`src/rtl/bwa_pkg.sv`:
```
package bwa_pkg;

  typedef enum logic [1:0] {
    WM_FULL    = 2'b00,
    WM_HALF    = 2'b01,
    WM_QUARTER = 2'b10
  } wmode_e;

  // width code to mode; the spare code behaves as full width
  function automatic wmode_e decode_width(logic [1:0] code);
    case (code)
      2'b01:   return WM_HALF;
      2'b10:   return WM_QUARTER;
      default: return WM_FULL;
    endcase
  endfunction

  // number of external transfers per internal word
  function automatic logic [2:0] piece_count(wmode_e m);
    case (m)
      WM_HALF:    return 3'd2;
      WM_QUARTER: return 3'd4;
      default:    return 3'd1;
    endcase
  endfunction

  // word slot touched by the idx-th transfer
  function automatic logic [1:0] slot_for(logic [1:0] idx, logic [2:0] n, logic big);
    logic [2:0] s;
    s = big ? (n - 3'd1 - {1'b0, idx}) : {1'b0, idx};
    return s[1:0];
  endfunction

  function automatic logic is_last(logic [1:0] idx, logic [2:0] n);
    return ({1'b0, idx} == (n - 3'd1));
  endfunction

endpackage

```
`src/rtl/bwa_cfg_latch.sv`:
```
module bwa_cfg_latch
  import bwa_pkg::*;
(
  input  logic       clk,
  input  logic       rst_n,
  input  logic [1:0] cfg_width,
  input  logic       cfg_big_endian,
  output wmode_e     mode,
  output logic       big
);

  wmode_e mode_q;
  logic   big_q;

  always_ff @(posedge clk) begin
    if (!rst_n) begin
      mode_q <= decode_width(cfg_width);
      big_q  <= cfg_big_endian;
    end
  end

  assign mode = mode_q;
  assign big  = big_q;


  cfg_hold_chk: assert property (@(posedge clk) disable iff (!rst_n)
    $past(rst_n) |-> ($stable(mode_q) && $stable(big_q)));

endmodule

```
`src/rtl/bwa_packer.sv`:
```
module bwa_packer
  import bwa_pkg::*;
#(
  parameter int WORD_W = 36
) (
  input  logic              clk,
  input  logic              rst_n,
  input  wmode_e            mode,
  input  logic              big,
  input  logic [WORD_W-1:0] in_data,
  input  logic              in_valid,
  output logic              in_ready,
  output logic [WORD_W-1:0] out_data,
  output logic              out_valid,
  input  logic              out_ready,
  output logic              slice_take,
  output logic              word_push
);

  localparam int HW = WORD_W / 2;
  localparam int QW = WORD_W / 4;

  logic [WORD_W-1:0] acc_q;
  logic [1:0]        cnt_q;
  logic              done_q;
  logic              narrow;
  logic [2:0]        n_pieces;
  logic [1:0]        slot;
  logic              last_slice;

  assign narrow     = (mode != WM_FULL);
  assign n_pieces   = piece_count(mode);
  assign slot       = slot_for(cnt_q, n_pieces, big);
  assign last_slice = is_last(cnt_q, n_pieces);

  assign in_ready  = narrow ? !done_q : out_ready;
  assign out_valid = narrow ? done_q  : in_valid;
  assign out_data  = narrow ? acc_q   : in_data;

  assign slice_take = narrow && in_valid && !done_q;
  assign word_push  = narrow && done_q && out_ready;

  always_ff @(posedge clk) begin
    if (!rst_n) begin
      acc_q  <= '0;
      cnt_q  <= '0;
      done_q <= 1'b0;
    end else begin
      if (slice_take) begin
        case (mode)
          WM_HALF:    acc_q[int'(slot)*HW +: HW] <= in_data[HW-1:0];
          WM_QUARTER: acc_q[int'(slot)*QW +: QW] <= in_data[QW-1:0];
          default:    ;
        endcase
        if (last_slice) begin
          cnt_q  <= '0;
          done_q <= 1'b1;
        end else begin
          cnt_q <= cnt_q + 2'd1;
        end
      end
      if (word_push) done_q <= 1'b0;
    end
  end

  // slices taken since the previous push, kept for the checks only
  logic [2:0] take_cnt;
  always_ff @(posedge clk) begin
    if (!rst_n)          take_cnt <= '0;
    else if (word_push)  take_cnt <= '0;
    else if (slice_take) take_cnt <= take_cnt + 3'd1;
  end


  pack_count_chk: assert property (@(posedge clk) disable iff (!rst_n)
    word_push |-> (take_cnt == n_pieces));


  pack_stall_chk: assert property (@(posedge clk) disable iff (!rst_n)
    (narrow && out_valid && !out_ready) |=> !in_ready);


  wr_hold_chk: assert property (@(posedge clk) disable iff (!rst_n)
    (out_valid && !out_ready && narrow) |=> (out_valid && $stable(out_data)));


  wr_thru_chk: assert property (@(posedge clk) disable iff (!rst_n)
    (!narrow && in_valid && in_ready) |-> (out_valid && out_ready && out_data == in_data));

endmodule

```
`src/rtl/bwa_unpacker.sv`:
```
module bwa_unpacker
  import bwa_pkg::*;
#(
  parameter int WORD_W = 36
) (
  input  logic              clk,
  input  logic              rst_n,
  input  wmode_e            mode,
  input  logic              big,
  input  logic [WORD_W-1:0] word_data,
  input  logic              word_valid,
  output logic              word_ready,
  output logic [WORD_W-1:0] out_data,
  output logic              out_valid,
  input  logic              out_ready,
  output logic              word_pop,
  output logic              slice_give
);

  localparam int HW = WORD_W / 2;
  localparam int QW = WORD_W / 4;

  logic [WORD_W-1:0] hold_q;
  logic              have_q;
  logic [1:0]        cnt_q;
  logic              narrow;
  logic [2:0]        n_pieces;
  logic [1:0]        slot;
  logic              last_slice;
  logic [WORD_W-1:0] slice_out;

  assign narrow     = (mode != WM_FULL);
  assign n_pieces   = piece_count(mode);
  assign slot       = slot_for(cnt_q, n_pieces, big);
  assign last_slice = is_last(cnt_q, n_pieces);

  always_comb begin
    slice_out = '0;
    case (mode)
      WM_HALF:    slice_out[HW-1:0] = hold_q[int'(slot)*HW +: HW];
      WM_QUARTER: slice_out[QW-1:0] = hold_q[int'(slot)*QW +: QW];
      default:    slice_out = hold_q;
    endcase
  end

  assign word_ready = narrow ? !have_q   : out_ready;
  assign out_valid  = narrow ? have_q    : word_valid;
  assign out_data   = narrow ? slice_out : word_data;

  assign word_pop   = narrow && word_valid && !have_q;
  assign slice_give = narrow && have_q && out_ready;

  always_ff @(posedge clk) begin
    if (!rst_n) begin
      hold_q <= '0;
      have_q <= 1'b0;
      cnt_q  <= '0;
    end else if (word_pop) begin
      hold_q <= word_data;
      have_q <= 1'b1;
      cnt_q  <= '0;
    end else if (slice_give) begin
      if (last_slice) begin
        have_q <= 1'b0;
        cnt_q  <= '0;
      end else begin
        cnt_q <= cnt_q + 2'd1;
      end
    end
  end

  // transfers handed out since the previous pop, kept for the checks only
  logic [2:0] give_cnt;
  always_ff @(posedge clk) begin
    if (!rst_n)          give_cnt <= '0;
    else if (word_pop)   give_cnt <= '0;
    else if (slice_give) give_cnt <= give_cnt + 3'd1;
  end


  unpack_count_chk: assert property (@(posedge clk) disable iff (!rst_n)
    slice_give |-> (give_cnt < n_pieces));


  unpack_pop_chk: assert property (@(posedge clk) disable iff (!rst_n)
    word_pop |=> (out_valid && !word_ready));


  out_hold_chk: assert property (@(posedge clk) disable iff (!rst_n)
    (out_valid && !out_ready && narrow) |=> (out_valid && $stable(out_data)));


  out_upper_zero_chk: assert property (@(posedge clk) disable iff (!rst_n)
    (narrow && out_valid) |-> (out_data[WORD_W-1:HW] == '0));

endmodule

```
`src/rtl/bus_width_adapter.sv`:
```
module bus_width_adapter
  import bwa_pkg::*;
#(
  parameter int WORD_W = 36
) (
  input  logic              clk,
  input  logic              rst_n,
  input  logic [1:0]        cfg_width,
  input  logic              cfg_big_endian,
  input  logic [WORD_W-1:0] ext_in_data,
  input  logic              ext_in_valid,
  output logic              ext_in_ready,
  output logic [WORD_W-1:0] fifo_wr_data,
  output logic              fifo_wr_valid,
  input  logic              fifo_wr_ready,
  input  logic [WORD_W-1:0] fifo_rd_data,
  input  logic              fifo_rd_valid,
  output logic              fifo_rd_ready,
  output logic [WORD_W-1:0] ext_out_data,
  output logic              ext_out_valid,
  input  logic              ext_out_ready
);

  wmode_e mode;
  logic   big;
  logic   pk_take, pk_push, up_pop, up_give;

  bwa_cfg_latch u_cfg (
    .clk            (clk),
    .rst_n          (rst_n),
    .cfg_width      (cfg_width),
    .cfg_big_endian (cfg_big_endian),
    .mode           (mode),
    .big            (big)
  );

  bwa_packer #(.WORD_W(WORD_W)) u_pack (
    .clk        (clk),
    .rst_n      (rst_n),
    .mode       (mode),
    .big        (big),
    .in_data    (ext_in_data),
    .in_valid   (ext_in_valid),
    .in_ready   (ext_in_ready),
    .out_data   (fifo_wr_data),
    .out_valid  (fifo_wr_valid),
    .out_ready  (fifo_wr_ready),
    .slice_take (pk_take),
    .word_push  (pk_push)
  );

  bwa_unpacker #(.WORD_W(WORD_W)) u_unpack (
    .clk        (clk),
    .rst_n      (rst_n),
    .mode       (mode),
    .big        (big),
    .word_data  (fifo_rd_data),
    .word_valid (fifo_rd_valid),
    .word_ready (fifo_rd_ready),
    .out_data   (ext_out_data),
    .out_valid  (ext_out_valid),
    .out_ready  (ext_out_ready),
    .word_pop   (up_pop),
    .slice_give (up_give)
  );


  rst_clear_chk: assert property (@(posedge clk) disable iff (!rst_n)
    !$past(rst_n) |-> !(pk_push || up_give));

endmodule

```
`config.mk`:
```
export PLATFORM = sky130hd
export DESIGN_NAME = bus_width_adapter
export DESIGN_NICKNAME = d
export VERILOG_FILES = /design/src/rtl/bwa_pkg.sv /design/src/rtl/bwa_cfg_latch.sv /design/src/rtl/bwa_packer.sv /design/src/rtl/bwa_unpacker.sv /design/src/rtl/bus_width_adapter.sv
export SDC_FILE = /design/constraint.sdc
export NUM_CORES = 1
export LEC_CHECK = 0
export ABC_CLOCK_PERIOD_IN_PS = 10600
export BUFFER_PORTS_ARGS = -buffer_cell sky130_fd_sc_hd__buf_2
export CAP_MARGIN = 0
export CORE_MARGIN = 1
export CORE_UTILIZATION = 30
export CTS_CLUSTER_DIAMETER = 30
export DETAILED_ROUTE_END_ITERATION = 10
export HOLD_SLACK_MARGIN = 0.02
export PLACE_DENSITY = 0.6
export SLEW_MARGIN = 20
export SYNTH_ARGS = -nofsm -noshare
export SYNTH_HDL_FRONTEND = slang
export SYNTH_SLANG_ARGS = --single-unit
```
`constraint.sdc`:
```
create_clock -name clk -period 10.6 [get_ports clk]
set_input_delay 1.59 -clock clk [delete_from_list [all_inputs] [get_ports clk]]
set_output_delay 1.59 -clock clk [all_outputs]
set_load 0.01 [all_outputs]
```
==> Yosys cells after proc, flatten, opt, wreduce, memory -nomap -nowiden <==
Index checks and enable logic that the tools add are counted.
{ "op_classes": {"addsub": 7, "shifts": 6, "n_reduce_logical": 20, "mul": 4, "muxes": 21, "n_eq_ne": 6, "n_bitwise": 1} }
{ "op_table": {"columns": ["cell", "n"], "rows": [
  ["$bwmux 36", 2],
  ["$mux 36", 2],
  ["$pmux 36 s2", 1],
  ["$neg 32->33", 2],
  ["$pmux 9 s2", 2],
  ["$shift 18x33->36 const A", 1],
  ["$shift 9x33->36 const A", 1],
  ["$shiftx 18x33->36", 1],
  ["$shiftx 36x32->18", 1],
  ["$shiftx 36x32->9", 1],
  ["$shiftx 9x33->36", 1],
  ["$mul 2x4->6 const B", 4],
  ["$mux 18", 1],
  ["$logic_and 1x1->1", 8],
  ["$mux 2", 4],
  ["$reduce_bool 2->1", 4],
  ["$mux 1", 7],
  ["$eq 2x3->1", 2],
  ["$pmux 3 s2", 1],
  ["$reduce_and 2->1", 3],
  ["$reduce_or 2->1", 3],
  ["$add 2x1->2 const B", 2],
  ["$eq 2x1->1 const B", 2],
  ["$eq 2x2->1 const B", 2],
  ["5 further kinds", 7]
]} }
{ "word_totals": {"regBits": 81, "word_cells": 73, "output_inout_bits": 76, "inputBits": 81} }

==> Depth between registers and ports, before layout <==
Gate-level depths: netlist (run 1).
{ "logic_depth": {"depth_word": 10, "ltp_mapped": 19, "ltp_nobuf": 14} }

==> Hierarchy <==
A second synthesis (run 1) with hierarchy kept.
{ "unflattened": {"cells_unflattened": 878, "area_unflattened_um2": 6663.9} }
{ "by_module_without_submodules": {"columns": ["mod", "area_per_inst_um2", "seq_area_each_um2", "instances", "cells_each"], "rows": [
  ["bwa_packer", 3547.2, 780.7, 1, 443],
  ["bwa_unpacker", 2977.9, 780.7, 1, 425],
  ["bwa_cfg_latch", 138.9, 90.1, 1, 10]
]} }

==> Worst setup path after synthesis (run 1) <==
No wires, ideal clock.
{ "synth_path": {"path_kind": "reg2out", "start": "register u_cfg.mode_q[1], in the netlist u_cfg.mode[1]", "end": "output port ext_out_data[10]", "n_path_buf": 3, "arrival_time_ns": 3.095, "path_stages_with_launch": 13, "required_ns": 9.010, "setup_slack_ns": 5.915, "cell_sequence": "edfxtp_1 > inv_1 > ha_1 > clkbuf_1 > clkinv_1 > clkbuf_1 > ha_1 > xor2_1 > and3b_1 > or2_1 > buf_6 > nor4b_4 > a221o_1"} }
{ "synth_between": {"elab_chain_len": 9, "elab_cells_between_ends": 11, "classes_between": "add/sub (2); mul (1); eq/ne (2); shift (1); mux (4); reduce/logical (1)"} }
{ "synth_rtl": {"columns": ["element", "line", "text"], "rows": [
  ["start, declared", "bwa_cfg_latch.sv:12", "wmode_e mode_q;"],
  ["start signal, assigned", "bwa_cfg_latch.sv:17", "mode_q <= decode_width(cfg_width);"],
  ["$eq 2x2->1 / $eq 2x1->1 (equally long branches)", "bwa_pkg.sv:20, bwa_unpacker.sv:39", null],
  ["$pmux 3 s2", "bwa_pkg.sv:20", "case (m)"],
  ["$sub 3x1->3", "bwa_pkg.sv:30", "s = big ? (n - 3'd1 - {1'b0, idx}) : {1'b0, idx};"],
  ["$sub 2x2->2", "bwa_pkg.sv:30", null],
  ["$mux 2", "bwa_pkg.sv:30", null],
  ["$mul 2x4->6", "bwa_unpacker.sv:40", "WM_HALF: slice_out[HW-1:0] = hold_q[int'(slot)*HW +: HW];"],
  ["$shiftx 36x32->18", "bwa_unpacker.sv:40", null],
  ["$pmux 9 s2", "bwa_unpacker.sv:39", "case (mode)"],
  ["$mux 36 *", "bwa_unpacker.sv:48", "assign out_data = narrow ? slice_out : word_data;"],
  ["end, declared", "bus_width_adapter.sv:19", "output logic [WORD_W-1:0] ext_out_data,"]
]} }
Mark *: on every way between the ends. The rest lies on a longest branch, timed or not.

==> Worst setup path after layout (run 1) <==
{ "layout_path": {"start": "register u_cfg.mode_q[0], in the netlist u_cfg.mode[0]", "end": "output port ext_out_data[16]"} }
Same word-level chain as after synthesis.

==> results of run 1 <==
-- final timing paths --
| path | from | to | slack, ns | depth (start not counted) |
|---|---|---|---|---|
| min | u_unpack.hold_q[1] | u_unpack.hold_q[1] | 0.47 | 2 |
| min reg2reg | u_unpack.hold_q[1] | u_unpack.hold_q[1] | 0.47 | 2 |
| max reg2reg | u_cfg.mode[0] | u_pack.acc_q[17] | 5.12 | 13 |
| max | u_cfg.mode[0] | ext_out_data[16] | 4.77 | 10 |
-- placed cells by master (no fill, tap or decap), types with 12 or more instances in the layout --
| cell type | synthesis | routed |
|---|---|---|
| a21o_1 | 12 | 12 |
| a21oi_1 | 74 | 72 |
| a31oi_1 | 23 | 23 |
| and2_1 | 15 | 15 |
| buf_2 | 7 | 156 |
| dfxtp_1 | 78 | 78 |
| ha_1 | 15 | 14 |
| inv_1 | 12 | 12 |
| mux2_2 | 40 | 40 |
| mux2i_1 | 14 | 14 |
| mux4_2 | 12 | 12 |
| nand2_1 | 134 | 134 |
| nand3_1 | 21 | 21 |
| nor2_1 | 51 | 51 |
| o21ai_0 | 63 | 63 |
-- routing by layer --
| metal | routed length [um] | GRT usage | vias up |
|---|---|---|---|
| met2 | 9310 | 0.307 | 284 |
| met4 | 467 | 0.0717 | 0 |
| met1 | 9280 | 0.272 | 3005 |
| li1 | - | - | 3052 |
| met3 | 1630 | 0.0360 | 39 |
| met5 | 0 | 0 | - |
-- power by group through the flow --
| stage | registers (W) | logic (W) | clock network, W |
|---|---|---|---|
| after floorplan | 0.000346 | 0.000301 | 0 |
| after global placement | 0.000355 | 0.000413 | 0 |
| after detailed placement | 0.000356 | 0.000414 | 0 |
| after CTS | 0.000349 | 0.000415 | 0.000327 |
| after global routing | 0.000352 | 0.000459 | 0.000338 |
| final | 0.000349 | 0.000423 | 0.000323 |
-- flip-flops by register name, indices dropped and copies added, names as in the netlist --
register,flops
u_cfg.big,1
u_cfg.mode,2
u_pack.acc_q,36
u_pack.cnt_q,2
u_pack.done_q,1
u_unpack.cnt_q,2
u_unpack.have_q,1
u_unpack.hold_q,36
-- metrics by stage --
step	instances	total power, W	cell area, um^2
2_1_floorplan	779	0.000648	6030
3_3_place_gp	1136	0.000769	6880
3_5_place_dp	1136	0.000769	6880
4_1_cts	1152	0.00109	7190
5_1_grt	1152	0.00115	7200
6_report	1153	0.00110	7200
-- critical path: cells and delay by family, from the launching register on --
kind | cells | cell delay, ns
compound gates | 2 | 0.67
simple gates | 3 | 1.10
buf+inv | 3 | 0.80
fa+ha+maj | 2 | 0.94
flops | 1 | 0.38
-- layout make-up --
class / count / area (um^2)
inverters: 14 / 52.6
diodes: 1 / 2.50
clock buffers: 12 / 278
well taps: 265 / 332
multi-input cells: 615 / 4030
fillers: 2069 / 12400
flip-flops and latches: 81 / 1650
clock inverters: 4 / 31.3
repair buffers: 161 / 818
-- kinds of logic after synthesis --
| logic type | after synthesis |
|---|---|
| compound gates | 255 |
| simple gates | 269 |
| xor+xnor | 10 |
| fa+ha+maj | 15 |
| flops | 81 |
| buf+inv | 83 |
| mux | 66 |
==> out/metrics.yaml, run 1 <==
status: "finished clean"
skew_ns: 0.0100
grt_max_degree: 64
swShare: 0.381
clk_latency_ns: 0.35
path_max_fanout: 29
synth-compound-area-share: 0.272
ys_types: 67
synth_simple_gate_area_share: 0.206
worstSetupStartpointType: "register"
cts_sinks: 81
timing.hold.ws_ns: 0.474
cts_max_level: 3
fin_tns_setup_ns: 0
grt.overflow.total: 0
yosys.area.top_type: "dfxtp_1"
seq_area_frac_synth: 0.274
std_cell_rows: 51
clock_tree.root_cell: "clkbuf_16"
hold_class: "reg -> reg"
arrival_ns: 4.24
wl_um: 20700
critPathKind: "reg -> out"
synthAdderAreaFrac: 0.0311
ioPinCount: 157
synth_edf_count: 3
clkSlewWorstSetupHoldPaths_ns: 0.06
p_per_area_mw_per_mm2: 152
drc: 0
ir_drop_v: 0.0000824
slowest_stage: "clkinv_1"
yosys.area.top_type_share: 0.259
netlist_area_mm2: 0.00603
post_drt_wl_per_cell_um: 17.9
p_int_w: 0.000678
finalMaxSlewViolations: 0
worstPathCellList: "inv_1, ha_4, clkinv_1, ha_1, nand2_1, and2_4, o41ai_1, nor2b_1, a221o_1, buf_2"
antenna_found_initial: 0
cts_hold_buffers: 0
die-height_um: 144
grt.total_usage: 0.198
end_kind: "output pin"
gp_congestion: 0.928
syn-num-nets: 875
portBuffers: 156
synth_top_cells_by_count: "nand2_1 (134), dfxtp_1 (78), a21oi_1 (74)"
switching_power_w: 0.000417
fin_ws_ns: 4.77
hold_viol: 0
fin_crit_sh: 0.550
num-nets-final: 978
pwr-share-seq: 0.319
cts_tree: "yes"
avgSynthCellArea_um2: 7.74
tightest_slew_ns: 0.902
synth_top_family_by_area: "compound AO/OA/AOI/OAI gates"
async_reset_ff_frac: 0
initial_utilization: 0.308
p_leak_nw: 3.00
dieWidth_um: 144
layout-drive-gt1-share: 0.269
dpl.hpwl_um: 14700
synth_flop_cell: "dfxtp_1"
dr.pass1.iters: 5
max_slew_margin: 0.399
dieArea_mm2: 0.0207
cts_buffers: 9
synthTopCellsByArea: "dfxtp_1 (26%), nand2_1 (8.3%), mux2_2 (7.5%)"
syn_to_final_growth_pct: 19.4
cpPeakStageDelay_ns: 0.57
grt_pass1_vias: 5679
coreArea_mm2: 0.0196
synth-seq-cells: 81
cts_buffer_depth: 2
setup-violations-final: 0
cts_resized: 0
yosys_warnings: 0
synth_xor_area_frac: 0.0145
post_drt_via_cell_ratio: 5.53
post_cts_buffers: 0
vias: 6380
muxShareOfSynthArea: 0.143
pre_cts_ws_ns: 5.00
synth_most_common_cell: "nand2_1"
maxCapViolations: 0
postRouteAntennaNets: 0
power_frac_clock: 0.295
combPwrFrac: 0.386
fmax_ghz: 0.171
cp.required_ns: 9.01
grt_pass1_wl_um: 31400
drtIter0Drc: 503
rsz0062_at_grt: "no"
netlist_instances: 779
finish.utilization: 0.368
period_minus_slack_ns: 5.83
No activity file was read; power rests on OpenSTA's default activity.
==> inputs of run 2 (changes only) <==
--- a/config.mk
+++ b/config.mk
@@ -5,7 +5,7 @@
 export SDC_FILE = /design/constraint.sdc
 export NUM_CORES = 1
 export LEC_CHECK = 0
-export ABC_CLOCK_PERIOD_IN_PS = 10600
+export ABC_CLOCK_PERIOD_IN_PS = 5450
 export BUFFER_PORTS_ARGS = -buffer_cell sky130_fd_sc_hd__buf_2
 export CAP_MARGIN = 0
 export CORE_MARGIN = 1
==> constraint.sdc (replaced) <==
create_clock -name clk -period 5.45 [get_ports clk]
set_input_delay 0.8175 -clock clk [delete_from_list [all_inputs] [get_ports clk]]
set_output_delay 0.8175 -clock clk [all_outputs]
set_load 0.01 [all_outputs]
==> run 2 against run 1 <==
Against the previous run: flip-flop and latch count is the same; highest routed layer unchanged; first-iteration DRC count grew 38%; design area grew 0.31%; via count shrank 0.44%; die area is the same; register-to-register slack lost 3.9 ns; combinational power grew 97%; count of clock-buffer cells in the layout shrank 1; largest cell class unchanged; clock power grew 85%.
==> out/metrics.yaml, run 2 (synthesis results as in run 1) <==
antenna_found_initial: 0  # unchanged
switching_power_w: 0.000808  # was 0.000417 W
std_cell_rows: 51  # unchanged
reg_top3: "u_pack.acc_q (36), u_unpack.hold_q (36)"  # unchanged
fin_crit_sh: 0.855
cts_buffers: 9  # unchanged
hold_class: "reg -> reg"  # unchanged
grt_pass1_vias: 5592  # was 5679
crit_end: "ext_out_data[13]"  # was ext_out_data[16]
drc: 0  # unchanged
cts_resized: 0  # unchanged
cp-startpoint: "u_cfg.mode[1]"  # was u_cfg.mode[0]
gp_congestion: 0.885  # was 0.928
ir_drop_v: 0.000133  # was 0.0000824 V
reg2reg_to: "u_pack.acc_q[26]"  # was u_pack.acc_q[17]
end_kind: "output pin"  # unchanged
tightest_slew_ns: 0.883  # was 0.902 ns
swShare: 0.383  # was 0.381
p_leak_nw: 3.03  # was 3.00 nW
postRouteAntennaNets: 0  # unchanged
vias: 6352  # was 6380
place_area_mm2: 0.00693  # was 0.00688 mm^2
reg2reg_from: "u_cfg.mode[1]"  # was u_cfg.mode[0]
p_int_w: 0.00130  # was 0.000678 W
cts_hold_buffers: 0  # unchanged
p_per_area_mw_per_mm2: 292  # was 152 mW/mm^2
coreArea_mm2: 0.0196  # unchanged
wl_um: 20500  # was 20700 um
grt.overflow.total: 0  # unchanged
status: "finished clean"  # unchanged
skew_ns: 0.00631  # was 0.0100 ns
period_minus_slack_ns: 4.66
multi_input_area_mm2: 0.00403  # about the same
layout.area.seq_mm2: 0.00165  # unchanged
critPathKind: "reg -> out"  # unchanged
hold_viol: 0  # unchanged
r2r_setup_slack_ns: 1.23  # was 5.12 ns
ff2ff_path_depth: 12  # was 13
final_area_mm2: 0.00722  # was 0.00720 mm^2
grt_pass1_wl_um: 31300  # was 31400 um
finalMaxSlewViolations: 0  # unchanged
post_drt_wl_per_cell_um: 17.7  # was 17.9 um
clock_tree.root_cell: "clkbuf_16"  # unchanged
layout-drive-gt1-share: 0.273  # was 0.269
cts_sinks: 81  # unchanged
diodes: 0  # was 1
portBuffers: 156  # unchanged
setup-violations-final: 0  # unchanged
grt_max_degree: 68  # was 64
fmax_ghz: 0.215
syn_to_final_growth_pct: 19.8  # was 19.4%
final_common_cell: "buf_2"  # unchanged
dieArea_mm2: 0.0207  # unchanged
dr.pass1.iters: 5  # unchanged
cts_buffer_depth: 2  # unchanged
pwr-share-seq: 0.321  # was 0.319
path_max_fanout: 29  # unchanged
dieWidth_um: 144  # unchanged
clk_latency_ns: 0.34  # was 0.35 ns
arrival_ns: 3.84  # was 4.24 ns
initial_utilization: 0.308  # unchanged
fin_tns_setup_ns: 0  # unchanged
drtIter0Drc: 696  # was 503
cts_tree: "yes"  # unchanged
die-height_um: 144  # unchanged
cts_max_level: 3  # unchanged
fillers: 2079  # was 2069
max_slew_margin: 0.411  # was 0.399
rsz0062_at_grt: "no"  # unchanged
clkSlewWorstSetupHoldPaths_ns: 0.06  # about the same
num-nets-final: 985  # was 978
worstSetupStartpointType: "register"  # unchanged
post_drt_via_cell_ratio: 5.48  # was 5.53
final_cell_mix: "buf_2 (156), nand2_1 (134), dfxtp_1 (78)"  # unchanged
combPwrFrac: 0.395  # was 0.386
maxCapViolations: 0  # unchanged
dpl.hpwl_um: 14600  # was 14700 um
grt.total_usage: 0.196  # was 0.198
power_frac_clock: 0.284  # was 0.295
cp.required_ns: 4.63  # was 9.01 ns
post_cts_buffers: 0  # unchanged
ioPinCount: 157  # unchanged
run 2: per-stage QoR:
step	hold slack (ns)	std cells	setup slack [ns]	total power (W)	util
after floorplan	0.440	779	1.26	0.00126	-
after global placement	0.462	1143	1.30	0.00151	0.354
after detailed placement	0.462	1143	1.20	0.00151	0.354
after CTS	0.474	1159	0.814	0.00210	0.369
after global routing	0.505	1159	0.554	0.00222	0.369
final	0.473	1159	0.791	0.00211	0.369
run 2: per-layer routing:
| metal | up-vias | track usage | routed length, um |
|---|---|---|---|
| met5 | - | 0 | 0 |
| met4 | 0 | 0.0599 | 386 |
| met3 | 33 | 0.0353 | 1540 |
| li1 | 3073 | - | - |
| met1 | 2988 | 0.275 | 9450 |
| met2 | 258 | 0.303 | 9150 |
run 2: final cells by class:
type                    count  area share
clock buffers              11      0.0350
flip-flops and latches     81       0.229
clock inverters             5     0.00502
multi-input cells         615       0.558
repair buffers            168       0.121
inverters                  14     0.00728
well taps                 265      0.0459
run 2: worst min path at each step:
| stage | startpoint | to | slack [ns] | cells after the start |
|---|---|---|---|---|
| final | u_unpack.hold_q[1] | u_unpack.hold_q[1] | 0.47 | 2 |
| after global routing | u_pack.acc_q[1] | u_pack.acc_q[1] | 0.51 | 2 |
| after CTS | u_unpack.hold_q[5] | u_unpack.hold_q[5] | 0.47 | 2 |
| after detailed placement | u_pack.acc_q[1] | u_pack.acc_q[1] | 0.46 | 2 |
| after global placement | u_unpack.hold_q[5] | u_unpack.hold_q[5] | 0.46 | 2 |
| after floorplan | u_pack.acc_q[1] | u_pack.acc_q[1] | 0.44 | 2 |
run 2: worst max-delay path: stages, from the launching register on:
cell and delay [ns]:
edfxtp_1 0.37, inv_1 0.09, ha_4 0.37, clkinv_1 0.34
ha_1 0.42, nand2_1 0.18, and2_4 0.34, o41ai_1 0.44
nor2b_1 0.55, a221o_1 0.26, buf_2 0.13
run 2: power groups by stage:
stage / logic [W] / registers, W / clock network (W)
global placement: 0.000816 / 0.000691 / 0
floorplan: 0.000586 / 0.000673 / 0
global route: 0.000910 / 0.000685 / 0.000629
detailed placement: 0.000817 / 0.000692 / 0
CTS: 0.000821 / 0.000678 / 0.000605
finish: 0.000834 / 0.000679 / 0.000599
==> inputs of run 3 (changes only) <==
--- a/config.mk
+++ b/config.mk
@@ -6,7 +6,7 @@
 export NUM_CORES = 1
 export LEC_CHECK = 0
 export ABC_CLOCK_PERIOD_IN_PS = 5450
-export BUFFER_PORTS_ARGS = -buffer_cell sky130_fd_sc_hd__buf_2
+export BUFFER_PORTS_ARGS = -buffer_cell sky130_fd_sc_hd__buf_4
 export CAP_MARGIN = 0
 export CORE_MARGIN = 1
 export CORE_UTILIZATION = 30
==> constraint.sdc (replaced) <==
create_clock -name clk -period 5.45 [get_ports clk]
set_input_delay 0.2725 -clock clk [delete_from_list [all_inputs] [get_ports clk]]
set_output_delay 0.2725 -clock clk [all_outputs]
set_load 0.01 [all_outputs]
==> run 3 against run 2 <==
Against the previous run: routed wire length up 3.9%; critical path depth up 4; register-to-register slack worse by 0.17 ns; global-route usage up 0.93 points; clock skew up 0.00097 ns; sequential power about the same; first-iteration DRC count up 9.3%; combinational power up 6.8%.
==> out/metrics.yaml, run 3 (synthesis results as in run 1) <==
cts_hold_buffers: 0  # unchanged
clkSlewWorstSetupHoldPaths_ns: 0.06  # about the same
p_per_area_mw_per_mm2: 285  # was 292 mW/mm^2
die-height_um: 144  # unchanged
grt_pass1_wl_um: 32500  # was 31300 um
reg2reg_to: "u_pack.acc_q[16]"  # was u_pack.acc_q[26]
rsz0062_at_grt: "no"  # unchanged
arrival_ns: 4.63  # was 3.84 ns
final_cell_mix: "buf_4 (165), nand2_1 (134), dfxtp_1 (78)"  # was buf_2 (156), nand2_1 (134), dfxtp_1 (78)
cpPeakStageDelay_ns: 0.59  # was 0.55 ns
p_leak_nw: 3.09  # was 3.03 nW
clock_tree.root_cell: "clkbuf_16"  # unchanged
syn_to_final_growth_pct: 25.7  # was 19.8%
max_slew_margin: 0.383  # was 0.411
end_kind: "register"  # was output pin
dieArea_mm2: 0.0207  # unchanged
layout-drive-gt1-share: 0.270  # was 0.273
maxCapViolations: 0  # unchanged
post_drt_via_cell_ratio: 5.49  # was 5.48
grt_pass1_vias: 5770  # was 5592
ff2ff_path_depth: 14  # was 12
path_max_fanout: 20  # was 29
slowest_stage: "nor2b_1"  # unchanged
std_cell_rows: 51  # unchanged
skew_ns: 0.00728  # was 0.00631 ns
dp.cells: 1140  # was 1143
post_drt_wl_per_cell_um: 18.5  # was 17.7 um
period_minus_slack_ns: 4.39  # was 4.66 ns
timing.hold.ws_ns: 0.112  # was 0.473 ns
drtIter0Drc: 761  # was 696
hold_class: "in -> reg"  # was reg -> reg
initial_utilization: 0.308  # unchanged
finalNonFillerCells: 1156  # was 1159
fmax_ghz: 0.228  # was 0.215 GHz
postRouteAntennaNets: 0  # unchanged
cts_resized: 0  # unchanged
grt.total_usage: 0.205  # was 0.196
diodes: 0  # unchanged
holdPathStages: 1  # was 2
finalMaxSlewViolations: 0  # unchanged
gp_congestion: 0.910  # was 0.885
drc: 0  # unchanged
vias: 6343  # was 6352
num-nets-final: 982  # was 985
final_common_cell: "buf_4"  # was buf_2
clk_latency_ns: 0.35  # was 0.34 ns
setup-violations-final: 0  # unchanged
cts_max_level: 3  # unchanged
cp_num_buf_inv: 3  # unchanged
reg2reg_from: "u_cfg.mode[0]"  # was u_cfg.mode[1]
cp.required_ns: 5.70  # was 4.63 ns
cts_buffer_depth: 2  # unchanged
worstSetupStartpointType: "register"  # unchanged
min_from: "cfg_big_endian"  # was u_unpack.hold_q[1]
r2r_setup_slack_ns: 1.06  # was 1.23 ns
status: "finished clean"  # unchanged
worstPathCellList: "inv_1, ha_4, clkinv_1, buf_4, ha_1, xor2_1, nand2_1, xor2_1, ha_1, nor2b_1, and3_1, nor2b_1, a32oi_1, a211oi_1"  # was inv_1, ha_4, clkinv_1, ha_1, nand2_1, and2_4, o41ai_1, nor2b_1, a221o_1, buf_2
fin_crit_sh: 0.805  # was 0.855
critPathKind: "reg -> reg"  # was reg -> out
wl_um: 21300  # was 20500 um
coreArea_mm2: 0.0196  # unchanged
ioPinCount: 157  # unchanged
grt.overflow.total: 0  # unchanged
p_total_w: 0.00216  # was 0.00211 W
portBuffers: 156  # unchanged
grt_max_degree: 76  # was 68
hold_end: "u_cfg.big"  # was u_unpack.hold_q[1]
dpl.hpwl_um: 15300  # was 14600 um
dieWidth_um: 144  # unchanged
fin_ws_ns: 1.06  # was 0.791 ns
cts_tree: "yes"  # unchanged
ir_drop_v: 0.000173  # was 0.000133 V
fin_tns_setup_ns: 0  # unchanged
pre_cts_ws_ns: 1.16  # was 1.20 ns
cts_buffers: 9  # unchanged
tightest_slew_ns: 0.924  # was 0.883 ns
post_cts_buffers: 0  # unchanged
dr.pass1.iters: 6  # was 5
antenna_found_initial: 0  # unchanged
hold_viol: 0  # unchanged
crit_family: "simple AND/OR/NAND/NOR gates"  # unchanged
reg_top3: "u_pack.acc_q (36), u_unpack.hold_q (36)"  # unchanged
cts_sinks: 81  # unchanged
-- run 3: cell count changes in the layout (fill, tap and decap cells not counted), sizes merged --
cell / change
buf: -3
clkinv: -1
clkbuf: -1
inv: -1
clkinvlp: +3
-- run 3: final cells by class --
cell class / instances / area, um^2
Timing Repair Buffer: 165 / 1240
Tap cell: 265 / 332
Clock inverter: 6 / 41.3
Sequential cell: 81 / 1650
Multi-Input combinational cell: 615 / 4030
Clock buffer: 10 / 239
Fill cell: 2033 / 12000
Inverter: 14 / 52.6
-- run 3: stage by stage --
| step | util | cell area [um^2] |
|---|---|---|
| 2_1_floorplan | - | 6030 |
| 5_1_grt | 0.387 | 7580 |
| 6_report | 0.387 | 7580 |
| 3_5_place_dp | 0.373 | 7300 |
| 4_1_cts | 0.387 | 7580 |
| 3_3_place_gp | 0.373 | 7300 |
-- run 3: worst max-delay path by stage --
stage	startpoint	to	slack [ns]	cells after the start
after floorplan	u_cfg.mode[1]	u_pack.acc_q[7]	1.26	16
after global placement	u_cfg.mode[1]	u_pack.acc_q[17]	1.21	14
after detailed placement	u_cfg.mode[1]	u_pack.acc_q[16]	1.16	14
after CTS	u_cfg.mode[1]	u_pack.acc_q[16]	1.13	14
after global routing	u_cfg.mode[1]	u_pack.acc_q[26]	0.71	13
final	u_cfg.mode[0]	u_pack.acc_q[16]	1.06	14
-- run 3: worst reg2reg max path, delay by kind of cell (launching register included) --
family	cells	cell delay (ns)
xor gates and xnor gates	2	0.56
AOI/OAI and AO/OA	2	0.38
DFF	1	0.39
buffers and inverters	3	0.47
adders and majority gates	3	1.00
and+or+nand+nor	4	1.51
-- run 3: metal layers --
| layer | up-vias | part of all wire | global-route usage |
|---|---|---|---|
| li1 | 3064 | - | - |
| met3 | 31 | 0.076 | 0.0410 |
| met2 | 292 | 0.44 | 0.308 |
| met5 | - | 0 | 0 |
| met1 | 2956 | 0.46 | 0.290 |
| met4 | 0 | 0.019 | 0.0705 |
-- run 3: where the power goes --
part	internal, W	switching, W
registers	0.000640	0.0000398
clock network	0.000321	0.000266
logic	0.000369	0.000522
